[config.mk]
export PLATFORM = sky130hd
export DESIGN_NAME = flash_status_gen
export DESIGN_NICKNAME = d
export VERILOG_FILES = /design/src/rtl/fsg_pkg.sv /design/src/rtl/fsg_window.sv /design/src/rtl/fsg_toggle.sv /design/src/rtl/flash_status_gen.sv
export SDC_FILE = /design/constraint.sdc
export NUM_CORES = 1
export LEC_CHECK = 0
export BUFFER_PORTS_ARGS = -buffer_cell sky130_fd_sc_hd__buf_2
export CAP_MARGIN = 20
export CORE_MARGIN = 3
export CORE_UTILIZATION = 53
export DETAILED_ROUTE_END_ITERATION = 12
export HOLD_SLACK_MARGIN = 0.02
export MAX_ROUTING_LAYER = met4
export PLACE_DENSITY = 0.74
export RECOVER_POWER = 50
export SLEW_MARGIN = 0
export SYNTH_ARGS = -nofsm -noshare
export SYNTH_HDL_FRONTEND = slang
export SYNTH_SLANG_ARGS = --single-unit
export TNS_END_PERCENT = 10
[constraint.sdc]
create_clock -name clk -period 3.85 [get_ports clk]
set_clock_uncertainty 0.15 [all_clocks]
set_input_delay 0.77 -clock clk [delete_from_list [all_inputs] [get_ports clk]]
set_output_delay 0.77 -clock clk [all_outputs]
set_load 0.005 [all_outputs]
[src/rtl/fsg_pkg.sv]
package fsg_pkg;
  localparam int POLL_BIT   = 7;
  localparam int TOG_DEV    = 6;
  localparam int LIMIT_BIT  = 5;
  localparam int EWIN_BIT   = 3;
  localparam int TOG_SECT   = 2;

  typedef struct packed {
    logic prog;
    logic erase;
    logic susp;
  } fsg_mode_t;
endpackage

[src/rtl/fsg_window.sv]
module fsg_window #(
  parameter int LEN = 200
) (
  input  logic clk,
  input  logic rst_n,
  input  logic start,
  output logic active
);
  localparam int CW = $clog2(LEN + 1);
  localparam logic [CW-1:0] LOADV = CW'(LEN);

  logic [CW-1:0] cnt;

  always_ff @(posedge clk or negedge rst_n) begin
    if (!rst_n)        cnt <= '0;
    else if (start)    cnt <= LOADV;
    else if (cnt != 0) cnt <= cnt - 1'b1;
  end

  assign active = (cnt != '0);

  // window counts down one per cycle once started
  assert_window_count_R8: assert property (@(posedge clk) disable iff (!rst_n)
    (active && !start) |=> (cnt == $past(cnt) - 1'b1));
  assert_window_load_R9: assert property (@(posedge clk) disable iff (!rst_n)
    start |=> active);
endmodule

[src/rtl/fsg_toggle.sv]
module fsg_toggle (
  input  logic clk,
  input  logic rst_n,
  input  logic adv,
  output logic q
);
  always_ff @(posedge clk or negedge rst_n) begin
    if (!rst_n)   q <= 1'b0;
    else if (adv) q <= ~q;
  end

  assert_toggle_flip_R4: assert property (@(posedge clk) disable iff (!rst_n)
    adv |=> (q != $past(q)));
  assert_toggle_hold_R5: assert property (@(posedge clk) disable iff (!rst_n)
    !adv |=> $stable(q));
endmodule

[src/rtl/flash_status_gen.sv]
module flash_status_gen
  import fsg_pkg::*;
#(
  parameter int ADDR_W         = 8,
  parameter int NSECT          = 4,
  parameter int PROT_PROG_CYC  = 200,
  parameter int PROT_ERASE_CYC = 10000
) (
  input  logic              clk,
  input  logic              rst_n,
  input  logic              prog_busy,
  input  logic              erase_busy,
  input  logic              erase_susp,
  input  logic              erase_started,
  input  logic [NSECT-1:0]  sel_mask,
  input  logic              prog_d7,
  input  logic              pulse_fail,
  input  logic              reset_cmd,
  input  logic              prot_prog_start,
  input  logic              prot_erase_start,
  input  logic              rd_stb,
  input  logic [ADDR_W-1:0] rd_addr,
  output logic [7:0]        status,
  output logic              ry_by_n
);
  localparam int SW = (NSECT > 1) ? $clog2(NSECT) : 1;

  function automatic logic [SW-1:0] sect_of(input logic [ADDR_W-1:0] a);
    return a[ADDR_W-1 -: SW];
  endfunction

  function automatic logic sect_selected(input logic [ADDR_W-1:0] a,
                                         input logic [NSECT-1:0] m);
    return m[sect_of(a)];
  endfunction

  // named internal events
  logic      pp_win, pe_win;
  logic      rd_q, rd_rise;
  logic      t6, t2;
  logic      lim_q, ewin_q;
  logic      hit_sel;
  fsg_mode_t mode;
  logic      any_busy, erase_visible, adv6, adv2;

  fsg_window #(.LEN(PROT_PROG_CYC)) u_pp_win (
    .clk(clk), .rst_n(rst_n), .start(prot_prog_start), .active(pp_win));
  fsg_window #(.LEN(PROT_ERASE_CYC)) u_pe_win (
    .clk(clk), .rst_n(rst_n), .start(prot_erase_start), .active(pe_win));

  always_ff @(posedge clk or negedge rst_n) begin
    if (!rst_n) rd_q <= 1'b0;
    else        rd_q <= rd_stb;
  end
  assign rd_rise = rd_stb & ~rd_q;

  always_comb begin
    mode.prog  = prog_busy | pp_win;
    mode.erase = (erase_busy & ~erase_susp) | pe_win;
    mode.susp  = erase_busy & erase_susp & ~pe_win;
  end

  assign any_busy      = mode.prog | mode.erase;
  assign erase_visible = mode.erase | mode.susp;
  assign hit_sel       = sect_selected(rd_addr, sel_mask);
  assign adv6          = rd_rise & any_busy;
  assign adv2          = rd_rise & erase_visible & hit_sel;

  fsg_toggle u_tog_dev  (.clk(clk), .rst_n(rst_n), .adv(adv6), .q(t6));
  fsg_toggle u_tog_sect (.clk(clk), .rst_n(rst_n), .adv(adv2), .q(t2));

  always_ff @(posedge clk or negedge rst_n) begin
    if (!rst_n)          lim_q <= 1'b0;
    else if (pulse_fail) lim_q <= 1'b1;
    else if (reset_cmd)  lim_q <= 1'b0;
  end

  always_ff @(posedge clk or negedge rst_n) begin
    if (!rst_n)             ewin_q <= 1'b0;
    else if (!erase_busy)   ewin_q <= 1'b0;
    else if (erase_started) ewin_q <= 1'b1;
  end

  logic poll;
  always_comb begin
    if (mode.prog)       poll = ~prog_d7;
    else if (mode.erase) poll = 1'b0;
    else if (mode.susp)  poll = 1'b1;
    else                 poll = prog_d7;
  end

  always_comb begin
    status            = 8'h00;
    status[POLL_BIT]  = poll;
    status[TOG_DEV]   = t6;
    status[LIMIT_BIT] = lim_q;
    status[EWIN_BIT]  = ewin_q;
    status[TOG_SECT]  = t2;
  end

  assign ry_by_n = ~any_busy;

  // a read while idle leaves the device toggle bit alone at the port
  assert_idle_no_toggle_R4: assert property (@(posedge clk) disable iff (!rst_n)
    (rd_rise && ry_by_n) |=> $stable(status[TOG_DEV]));
  // unselected-sector read never moves the sector toggle bit
  assert_unsel_hold_R5: assert property (@(posedge clk) disable iff (!rst_n)
    (rd_rise && !hit_sel) |=> $stable(status[TOG_SECT]));
  // limit flag is sticky without a reset command
  assert_limit_sticky_R6: assert property (@(posedge clk) disable iff (!rst_n)
    (status[LIMIT_BIT] && !reset_cmd) |=> status[LIMIT_BIT]);
  // erase-window flag only rises after erase_started
  assert_ewin_rise_R7: assert property (@(posedge clk) disable iff (!rst_n)
    $rose(status[EWIN_BIT]) |-> $past(erase_started && erase_busy));
  // a protected program start shows busy next cycle
  assert_prot_busy_R8: assert property (@(posedge clk) disable iff (!rst_n)
    prot_prog_start |=> !ry_by_n);
  // unused bits stay clear
  assert_unused_zero_R11: assert property (@(posedge clk) disable iff (!rst_n)
    (status[4] == 1'b0) && (status[1:0] == 2'b00));
endmodule

* Word level (Yosys, flattened, before mapping) *
Index checks and enable logic that the tools add are counted.

word-level totals
  bits of input ports = 24
  flip-flop bits (word level) = 27
  logic and storage cells = 47
  output and inout bits = 9

operators by class
  add/sub/neg operators = 2
  order comparisons = 1
  reductions and logical operators = 5
  bitwise gates (word level) = 18
  equal/unequal tests = 1
  mux-type cells = 13

operator list
  cell                                                                          count
  14-bit two-way mux                                                            2
  8-bit two-way mux                                                             2
  14-bit nonzero test                                                           1
  14-bit by 1-bit subtractor with 14-bit output, second input constant          1
  1-bit two-way mux                                                             8
  8-bit nonzero test                                                            1
  8-bit by 1-bit subtractor with 8-bit output, second input constant            1
  1-bit bitwise AND                                                             7
  1-bit inverter                                                                7
  2-bit nonzero test                                                            3
  1-bit OR                                                                      4
  2-bit by 3-bit less-than comparator with 1-bit output, second input constant  1
  1-bit binary-select mux with 2-bit select                                     1
  2-bit by 1-bit inequality test with 1-bit output, second input constant       1

* Longest topological paths before layout *
Gate-level depths: netlist of run 1.

  word-level depth = 6
  gate-level depth with buffers = 8
  depth with buffers taken out = 6

* Cells and area by module *
Synthesis of run 1 repeated with hierarchy kept, for this count alone.

unflattened totals
  cells, all modules = 157
  area total of the unflattened synthesis = 1622.8 um2

by module, submodules not included
  module                  instances  cells each  sequential area each (um2)  area an instance (um2)
  fsg_window at u_pe_win  1          79          350.3                       838.3
  fsg_window at u_pp_win  1          48          200.2                       473.0
  flash_status_gen        1          26          75.1                        244.0
  fsg_toggle              2          2           25.0                        33.8

* Least setup slack after synthesis of run 1 *
No wires, ideal clock.

  path type = flip-flop to output port
  from = register u_pe_win.cnt[0]
  to = output port status[7]
  data arrival time = 2.324 ns
  path buffers = 1
  required time = 2.930 ns
  path slack = 0.606 ns
  cell stages (with the launch flop) = 8
  cell sequence = dfrtp_1 inv_1 ha_1 or3b_2 or4_4 or4_1 o21ai_0 buf_4

between the ends
  longest elaborated chain between the ends = 6
  elaborated cells on any way between the ends = 7
  classes of those cells = 3 x mux; 3 x bitwise; 1 x reduce/logical

ends and longest elaborated chain
  element                   line                    RTL
  start: declaration        fsg_window.sv:12        logic [CW-1:0] cnt;
  start signal: assignment  fsg_window.sv:17        else if (cnt != 0) cnt <= cnt - 1'b1;
  14-bit nonzero test *     fsg_window.sv:20        assign active = (cnt != '0);
  1-bit inverter            flash_status_gen.sv:60  mode.susp = erase_busy & erase_susp & ~pe_win;
  1-bit bitwise AND         flash_status_gen.sv:60
  1-bit two-way mux         flash_status_gen.sv:88  else if (mode.susp) poll = 1'b1;
  1-bit two-way mux *       flash_status_gen.sv:87  else if (mode.erase) poll = 1'b0;
  1-bit two-way mux *       flash_status_gen.sv:86  if (mode.prog) poll = ~prog_d7;
  end: declaration          flash_status_gen.sv:23  output logic [7:0] status,

Every way passes the cells marked *; elsewhere a longest branch is shown, timed or not.

* Worst setup path after layout of run 1 *
Same ends and word-level chain as after synthesis.

==> results of run 1 <==
-- power by group through the flow --
stage	sequential [mW]	clock, mW	combinational [mW]
floorplan	0.342	0	0.103
global placement	0.346	0	0.123
detailed placement	0.348	0	0.128
CTS	0.342	0.131	0.129
global route	0.348	0.142	0.147
finish	0.344	0.122	0.130
-- path summary, 6_finish.rpt --
path / start / to / cells after the start
worst max-delay path: u_pe_win.cnt[0] / status[7] / 7
worst min-delay path: u_tog_sect.q / u_tog_sect.q / 1
worst max register to register: u_pe_win.cnt[0] / u_tog_dev.q / 7
worst min register to register: u_tog_sect.q / u_tog_sect.q / 1
max in group asynchronous: rst_n / u_pe_win.cnt[2] / 1
min in group asynchronous: rst_n / u_pp_win.cnt[7] / 1
-- per-layer routing --
layer | vias up | track usage | wire, um | part of all wire
met5 | - | - | 0 | 0
met4 | 0 | 0.0380 | 14 | 0.0049
met3 | 4 | 0.0458 | 115 | 0.040
met2 | 20 | 0.339 | 1510 | 0.52
met1 | 577 | 0.205 | 1240 | 0.43
li1 | 580 | - | - | -
-- sequential cells by signal, indices dropped and copies added (netlist names) --
| name | flops |
|---|---|
| u_tog_dev.q | 1 |
| ewin_q | 1 |
| u_pp_win.cnt | 8 |
| u_tog_sect.q | 1 |
| u_pe_win.cnt | 14 |
| lim_q | 1 |
| rd_q | 1 |
-- cells by family (layout without fill, tap and decap cells) --
family          count (synthesis)  after routing
mux                             6              6
fa+ha+maj                       3              3
other cells                     1              3
compound gates                 31             31
xor+xnor                        6              6
simple gates                   59             59
flops                          27             27
buf+inv                        18             37
-- cell usage after synthesis (all sizes together) (3+ instances only) --
| cell | instances |
|---|---|
| nor2 | 15 |
| inv | 6 |
| or4 | 3 |
| nor4 | 4 |
| ha | 3 |
| nand2b | 3 |
| nand2 | 5 |
| nand3b | 3 |
| o31ai | 4 |
| a211oi | 3 |
| xnor2 | 4 |
| or3 | 6 |
| buf | 11 |
| dfrtp | 27 |
| nor3 | 4 |
| a21oi | 11 |
| o21ai | 3 |
| nor2b | 9 |
| mux2i | 4 |
-- stage by stage --
step,hold slack (ns),power [mW],worst slack (ns),instances
finish,0.333,0.596,0.195,202
CTS,0.269,0.602,0.00540,198
floorplan,0.295,0.445,0.606,153
global placement,0.306,0.469,0.430,194
detailed placement,0.308,0.475,0.381,194
global route,0.345,0.637,0.0471,202
-- cell type report --
type                       count  share of cell area
multi-input combinational    108               0.456
inverter                       6              0.0135
clock inverter                 1             0.00300
timing repair buffer          27              0.0863
sequential                    27               0.405
clock buffer                   3              0.0135
tap                           30              0.0225
-- what timing repair did --
item / in CTS / in global routing
pin swaps: 1 / 1
gates cloned: 0 / 0
endpoints found under the setup margin: 1 / 1
resized for setup: 0 / 3
setup buffers: 0 / 4
==> reports/results.ini, run 1 <==
[setup_path]
crit_slowest_cell = or4_4
critical-path-max-stage-delay_ns = 0.58
critPathMaxFanout = 6
critical_path_class = reg -> out
r2r_slack_ns = 1.31
cp_num_buf_inv = 2
cp-end-kind = primary output
crit_required_ns = 2.93
path_cells = inv_1 > ha_2 > or3b_4 > or4_4 > or4_1 > o21ai_0 > buf_2
cp.arrival_ns = 2.74
crit_path_start_kind = register
critical-path-top-delay-family = simple AND/OR/NAND/NOR gates

[run_status]
status = complete, no violations

[synth]
netlist_area_um2 = 1520
synthSimpleGateAreaFrac = 0.228
syn_inst = 151
synth.avg_cell_area_um2 = 10.1
yosys_warnings = 0
synth-adder-area-share = 0.0246
ys_seq_elements = 27
yosysSeqAreaShare = 0.443
ys_types = 43
yosysTopAreaCell = dfrtp_1
synth_edf_count = 0
synthMuxAreaShare = 0.0484
synth_xor_area_frac = 0.0345
synth_compound_area_frac = 0.149
synth_top_family_by_area = simple AND/OR/NAND/NOR gates
async_flop_share = 1.00
ys.flop_type = dfrtp_1
netlist.area_leader.share = 0.443
synth.area.top_cells = dfrtp_1 (44%), buf_4 (3.9%), nor2_1 (3.7%)

[clocking]
htree_num_levels = 1
clock-sinks = 27
clkLatencyLatePin_ns = 0.33
ctsHoldBuffers = 0
cts.reportedPaths.clkPinSlew_ns = 0.13
cts_root_buf = clkbuf_4
cts_tree = yes
numCtsBuffers = 3
clockBufferDepth = 2

[timing]
max-slew-margin-rel = 0.0546
fmax_ghz = 0.274
hold_viol = 0
setup_viol = 0
fin_crit_ns = 3.66
slew_viol_final = 0
worst_pin_slew_ns = 1.42
period_share = 0.949
rsz0062_at_grt = no
tns_ns = 0

[global_routing]
antenna_found_initial = 0
grt_pass1_vias = 1150
grt_pass1_wl_um = 4860
grt_usage = 0.186
grt_start_max_net_pins = 28
grt.overflow.total = 0

[detailed_routing]
drt-initial-drc-count = 60
totalWireLength_um = 2880
wl_per_cell_um = 14.3
viasPerCell = 5.85
drtAntennaViolNets = 0
drc = 0
vias = 1181
drt-pass1-iter-count = 4

[placed_design]
io_buffers = 23
dp_hpwl_um = 2060
placed_cell_area_um2 = 1600
place_congestion = 0.797

[layout]
drive_above_1_share = 0.233
syn_to_final_growth_pct = 9.36
layout_commonest_cell = dfrtp_1
seq_area_um2 = 676
final_util = 0.638
multi_input_area_um2 = 759
nFillCells = 227
mostFrequentLayoutCells = dfrtp_1 (27), buf_2 (22), nor2_1 (15)
diodes = 0
fin_area_um2 = 1670
layout.nets = 200

[die]
initial_core_util = 0.583
die_x_um = 59.6
row_count = 18
die_h_um = 59.6
io_pins = 33
core_area_um2 = 2610
die-area_um2 = 3550

[power]
p_seq_frac = 0.577
p_int_uw = 417
p_sw_frac = 0.300
p_leak_nw = 0.697
power_switching_uw = 179
p_clk_frac = 0.205
peakVddDrop_uv = 316
p_per_area_nw_per_um2 = 358
comb_power_share = 0.218

[worst_hold_path]
hold_path_class = reg -> reg

[job]
drv_cap = 0

(Power assumes the default switching activity.)
==> run 2, diff against run 1 <==
- CORE_UTILIZATION: 53 -> 49
- CTS_CLUSTER_SIZE: default -> 28
- PLACE_DENSITY: 0.74 -> 0.69
==> reports/results.ini, run 2 (same netlist as run 1, synthesis figures left out) <==
[placed_design]
dp_hpwl_um = 2090
place_congestion = 0.834
io_buffers = 23

[setup_path]
path_cells = inv_1 > ha_2 > or3b_4 > or4_4 > or4_1 > o21ai_0 > buf_2
startpoint = u_pe_win.cnt[1]
cp.arrival_ns = 2.72
r2r_slack_ns = 1.29
critPathMaxFanout = 4
crit_required_ns = 2.93
cp-endpoint = status[7]
crit_slowest_cell = or4_4
critical-path-max-stage-delay_ns = 0.55
cp-end-kind = primary output
critical_path_class = reg -> out
reg2regPathDepth = 7
reg2reg_to = u_tog_dev.q
crit_path_start_kind = register
timing.rr.start = u_pe_win.cnt[1]

[clocking]
cts.reportedPaths.clkPinSlew_ns = 0.15
ctsHoldBuffers = 0
clkLatencyLatePin_ns = 0.33
htree_num_levels = 1
clockBufferDepth = 2
cts_root_buf = clkbuf_4
numCtsBuffers = 3
cts_tree = yes
clock-sinks = 27

[die]
core_area_um2 = 2850
die-area_um2 = 3820
die_x_um = 61.8
die_h_um = 61.8
io_pins = 33
row_count = 19
initial_core_util = 0.534

[layout]
mostFrequentLayoutCells = dfrtp_1 (27), buf_2 (22), nor2_1 (15)
syn_to_final_growth_pct = 9.11
largest_register = u_pe_win.cnt
largest_reg_flops = 14
drive_above_1_share = 0.228
layout.nets = 199
layout_commonest_cell = dfrtp_1
diodes = 0
reg_top3 = u_pe_win.cnt (14), u_pp_win.cnt (8)

[timing]
worst_pin_slew_ns = 1.42
max-slew-margin-rel = 0.0518
rsz0062_at_grt = no
period_share = 0.946
fmax_ghz = 0.275
fin_crit_ns = 3.64
setup_viol = 0
tns_ns = 0
hold_viol = 0
slew_viol_final = 0

[detailed_routing]
viasPerCell = 5.94
drc = 0
totalWireLength_um = 2850
drtAntennaViolNets = 0
drt-pass1-iter-count = 4
vias = 1200
drt-initial-drc-count = 38
wl_per_cell_um = 14.1

[power]
peakVddDrop_uv = 280
p_leak_nw = 0.689
total_power_uw = 601
p_per_area_nw_per_um2 = 361

[job]
drv_cap = 0

[worst_hold_path]
hold_path_class = reg -> reg

[global_routing]
grt_pass1_wl_um = 5060
grt.overflow.total = 0
grt_start_max_net_pins = 28
grt_usage = 0.187
antenna_found_initial = 0
grt_pass1_vias = 1138

[run_status]
status = complete, no violations

## run 2: changes by cell type in the layout (fill, tap and decap cells not counted)
cell	previous run	this run
clkinvlp_4	0	1
buf_4	4	3
clkinv_2	1	0
## run 2: routing by layer
layer  GRT usage  up-vias  wire length [um]  part of all wire
met5           -        -                 0                 0
met4      0.0455        0                42             0.015
met3      0.0434        8               194             0.068
met2       0.303       43              1370              0.48
met1       0.238      573              1240              0.44
li1            -      576                 -                 -
## run 2: how the worst min path moves through the flow
stage                          startpoint              end  slack [ns]  cells after the start
after detailed placement      u_tog_dev.q      u_tog_dev.q        0.31                      1
after floorplan           u_pp_win.cnt[7]  u_pp_win.cnt[7]        0.29                      1
final                         u_tog_dev.q      u_tog_dev.q        0.33                      1
after global placement              lim_q            lim_q        0.31                      1
after CTS                           rst_n  u_pp_win.cnt[4]        0.28                      1
after global routing          u_tog_dev.q      u_tog_dev.q        0.35                      1
## run 2: area by class of cell
class | instances | area (um^2)
Clock buffer | 3 | 22.5
Clock inverter | 1 | 7.51
Fill cell | 260 | 1190
Inverter | 6 | 22.5
Multi-Input combinational cell | 108 | 759
Sequential cell | 27 | 676
Tap cell | 31 | 38.8
Timing Repair Buffer | 26 | 136
## run 2: timing repair
item	CTS	global route
resized for setup	0	3
endpoints found under the hold margin	0	0
buffers inserted	0	2
setup endpoints to repair	0	1
## run 2: where the power goes
part | internal (mW) | switching [mW] | leakage, nW
sequential | 0.314 | 0.0287 | 0.318
combinational | 0.0647 | 0.0647 | 0.357
clock | 0.0398 | 0.0885 | 0.0139
total | 0.419 | 0.182 | 0.689
## run 2: worst max-delay path: cells and delay by family (launching register included)
kind,cells,cell delay (ns)
AOI/OAI and AO/OA,1,0.09
adders and majority gates,1,0.19
buffers and inverters,2,0.22
DFF,1,0.44
and+or+nand+nor,3,1.45
## run 2: stage by stage
stage	setup WS [ns]	hold slack [ns]	utilization	cells	instance area, um^2
final	0.210	0.326	0.583	202	1660
after CTS	0.0519	0.281	0.575	200	1640
after global placement	0.492	0.306	0.564	196	1610
after floorplan	0.606	0.295	-	153	1530
after global routing	0.0641	0.347	0.583	202	1660
after detailed placement	0.449	0.306	0.564	196	1610
==> run 3, diff against run 2 <==
- CORE_ASPECT_RATIO: default -> 0.5
==> reports/results.ini, run 3 (same netlist as run 1, synthesis figures left out) <==
[run_status]
status = complete, no violations

[layout]
drive_above_1_share = 0.221
layout.nets = 200
largest_reg_flops = 14
mostFrequentLayoutCells = dfrtp_1 (27), buf_2 (22), nor2_1 (15)
nFillCells = 239
diodes = 0
syn_to_final_growth_pct = 10.7
layout_commonest_cell = dfrtp_1
final_util = 0.610
reg_top3 = u_pe_win.cnt (14), u_pp_win.cnt (8)
largest_register = u_pe_win.cnt

[power]
p_per_area_nw_per_um2 = 378
p_leak_nw = 0.701
peakVddDrop_uv = 158

[worst_hold_path]
holdPathEnd = u_tog_dev.q
min-delay-start = u_tog_dev.q
hold_path_class = reg -> reg
whs_path_depth = 1

[setup_path]
r2r_slack_ns = 1.22
reg2regPathDepth = 7
crit_required_ns = 2.93
timing.rr.start = u_pe_win.cnt[1]
crit_path_start_kind = register
cp-end-kind = primary output
critical_path_class = reg -> out
critPathMaxFanout = 4
reg2reg_to = u_tog_dev.q
cp.arrival_ns = 2.81

[detailed_routing]
drc = 0
drtAntennaViolNets = 0
totalWireLength_um = 2910
drt-initial-drc-count = 26
drt-pass1-iter-count = 4
vias = 1164
wl_per_cell_um = 13.9
viasPerCell = 5.57

[global_routing]
grt_pass1_vias = 1116
grt_start_max_net_pins = 28
grt_usage = 0.173
antenna_found_initial = 0
grt_pass1_wl_um = 4980
grt.overflow.total = 0

[timing]
fmax_ghz = 0.268
tns_ns = 0
setup_viol = 0
max-slew-margin-rel = 0.0447
worst_pin_slew_ns = 1.43
slew_viol_final = 0
period_share = 0.969
fin_crit_ns = 3.73
hold_viol = 0

[die]
initial_core_util = 0.551
row_count = 13
die-area_um2 = 3860
die_h_um = 45.4
die_x_um = 84.9
core_area_um2 = 2770
io_pins = 33

[clocking]
cts.reportedPaths.clkPinSlew_ns = 0.10
htree_num_levels = 1
clock-sinks = 27
clockBufferDepth = 2
clkLatencyLatePin_ns = 0.28
cts_root_buf = clkbuf_8
numCtsBuffers = 3
ctsHoldBuffers = 0
cts_tree = yes

[placed_design]
dp_hpwl_um = 2140
io_buffers = 23
place_congestion = 0.833

[job]
drv_cap = 0

==> run 3: timing repair <==
action                                  4_1_cts  5_1_grt
gates resized for setup                       0        0
setup buffers                                 0        3
endpoints found under the setup margin        0        1
==> run 3: how the worst max path moves through the flow <==
stage / startpoint / endpoint / slack, ns / cells after the start
after detailed placement: u_pe_win.cnt[0] / status[7] / 0.40 / 7
after global placement: u_pe_win.cnt[0] / status[7] / 0.47 / 7
after floorplan: u_pe_win.cnt[0] / status[7] / 0.61 / 7
after CTS: u_pe_win.cnt[0] / status[7] / 0.08 / 7
after global routing: u_pe_win.cnt[1] / status[7] / -0.0006 / 7
final: u_pe_win.cnt[1] / status[7] / 0.12 / 7
==> run 3: worst max-delay path, cell delays in order (launching register included) <==
cell	delay, ns
dfrtp_1	0.42
inv_1	0.07
ha_1	0.18
or3b_2	0.49
or4_4	0.56
or4_1	0.51
o21ai_0	0.13
buf_2	0.17
==> run 3: where the power goes <==
part,switching (mW),internal (mW)
clock network,0.0913,0.0735
logic,0.0656,0.0642
registers,0.0290,0.314
==> run 3: layout make-up <==
class / count / area (um^2) / area share
clock buffer: 3 / 41.3 / 0.0245
clock inverter: 1 / 7.51 / 0.00445
inverter: 6 / 22.5 / 0.0134
multi-input combinational: 108 / 749 / 0.444
sequential: 27 / 676 / 0.401
tap: 37 / 46.3 / 0.0274
timing repair buffer: 27 / 144 / 0.0853
==> run 3: stage by stage <==
stage	cell area, um^2	hold WS [ns]	setup slack (ns)	power (mW)	instances
final	1690	0.329	0.117	0.638	209
after global routing	1690	0.363	-0.000552	0.678	209
after CTS	1670	0.328	0.0790	0.642	206
after detailed placement	1620	0.312	0.395	0.476	202
after global placement	1620	0.306	0.467	0.470	202
after floorplan	1530	0.295	0.606	0.445	153
==> run 3: routing by layer <==
metal	wire, um	up-vias	GRT usage
met3	103	2	0.0433
met5	0	-	-
met4	17	0	0.0473
met2	1480	19	0.309
li1	-	578	-
met1	1310	565	0.200
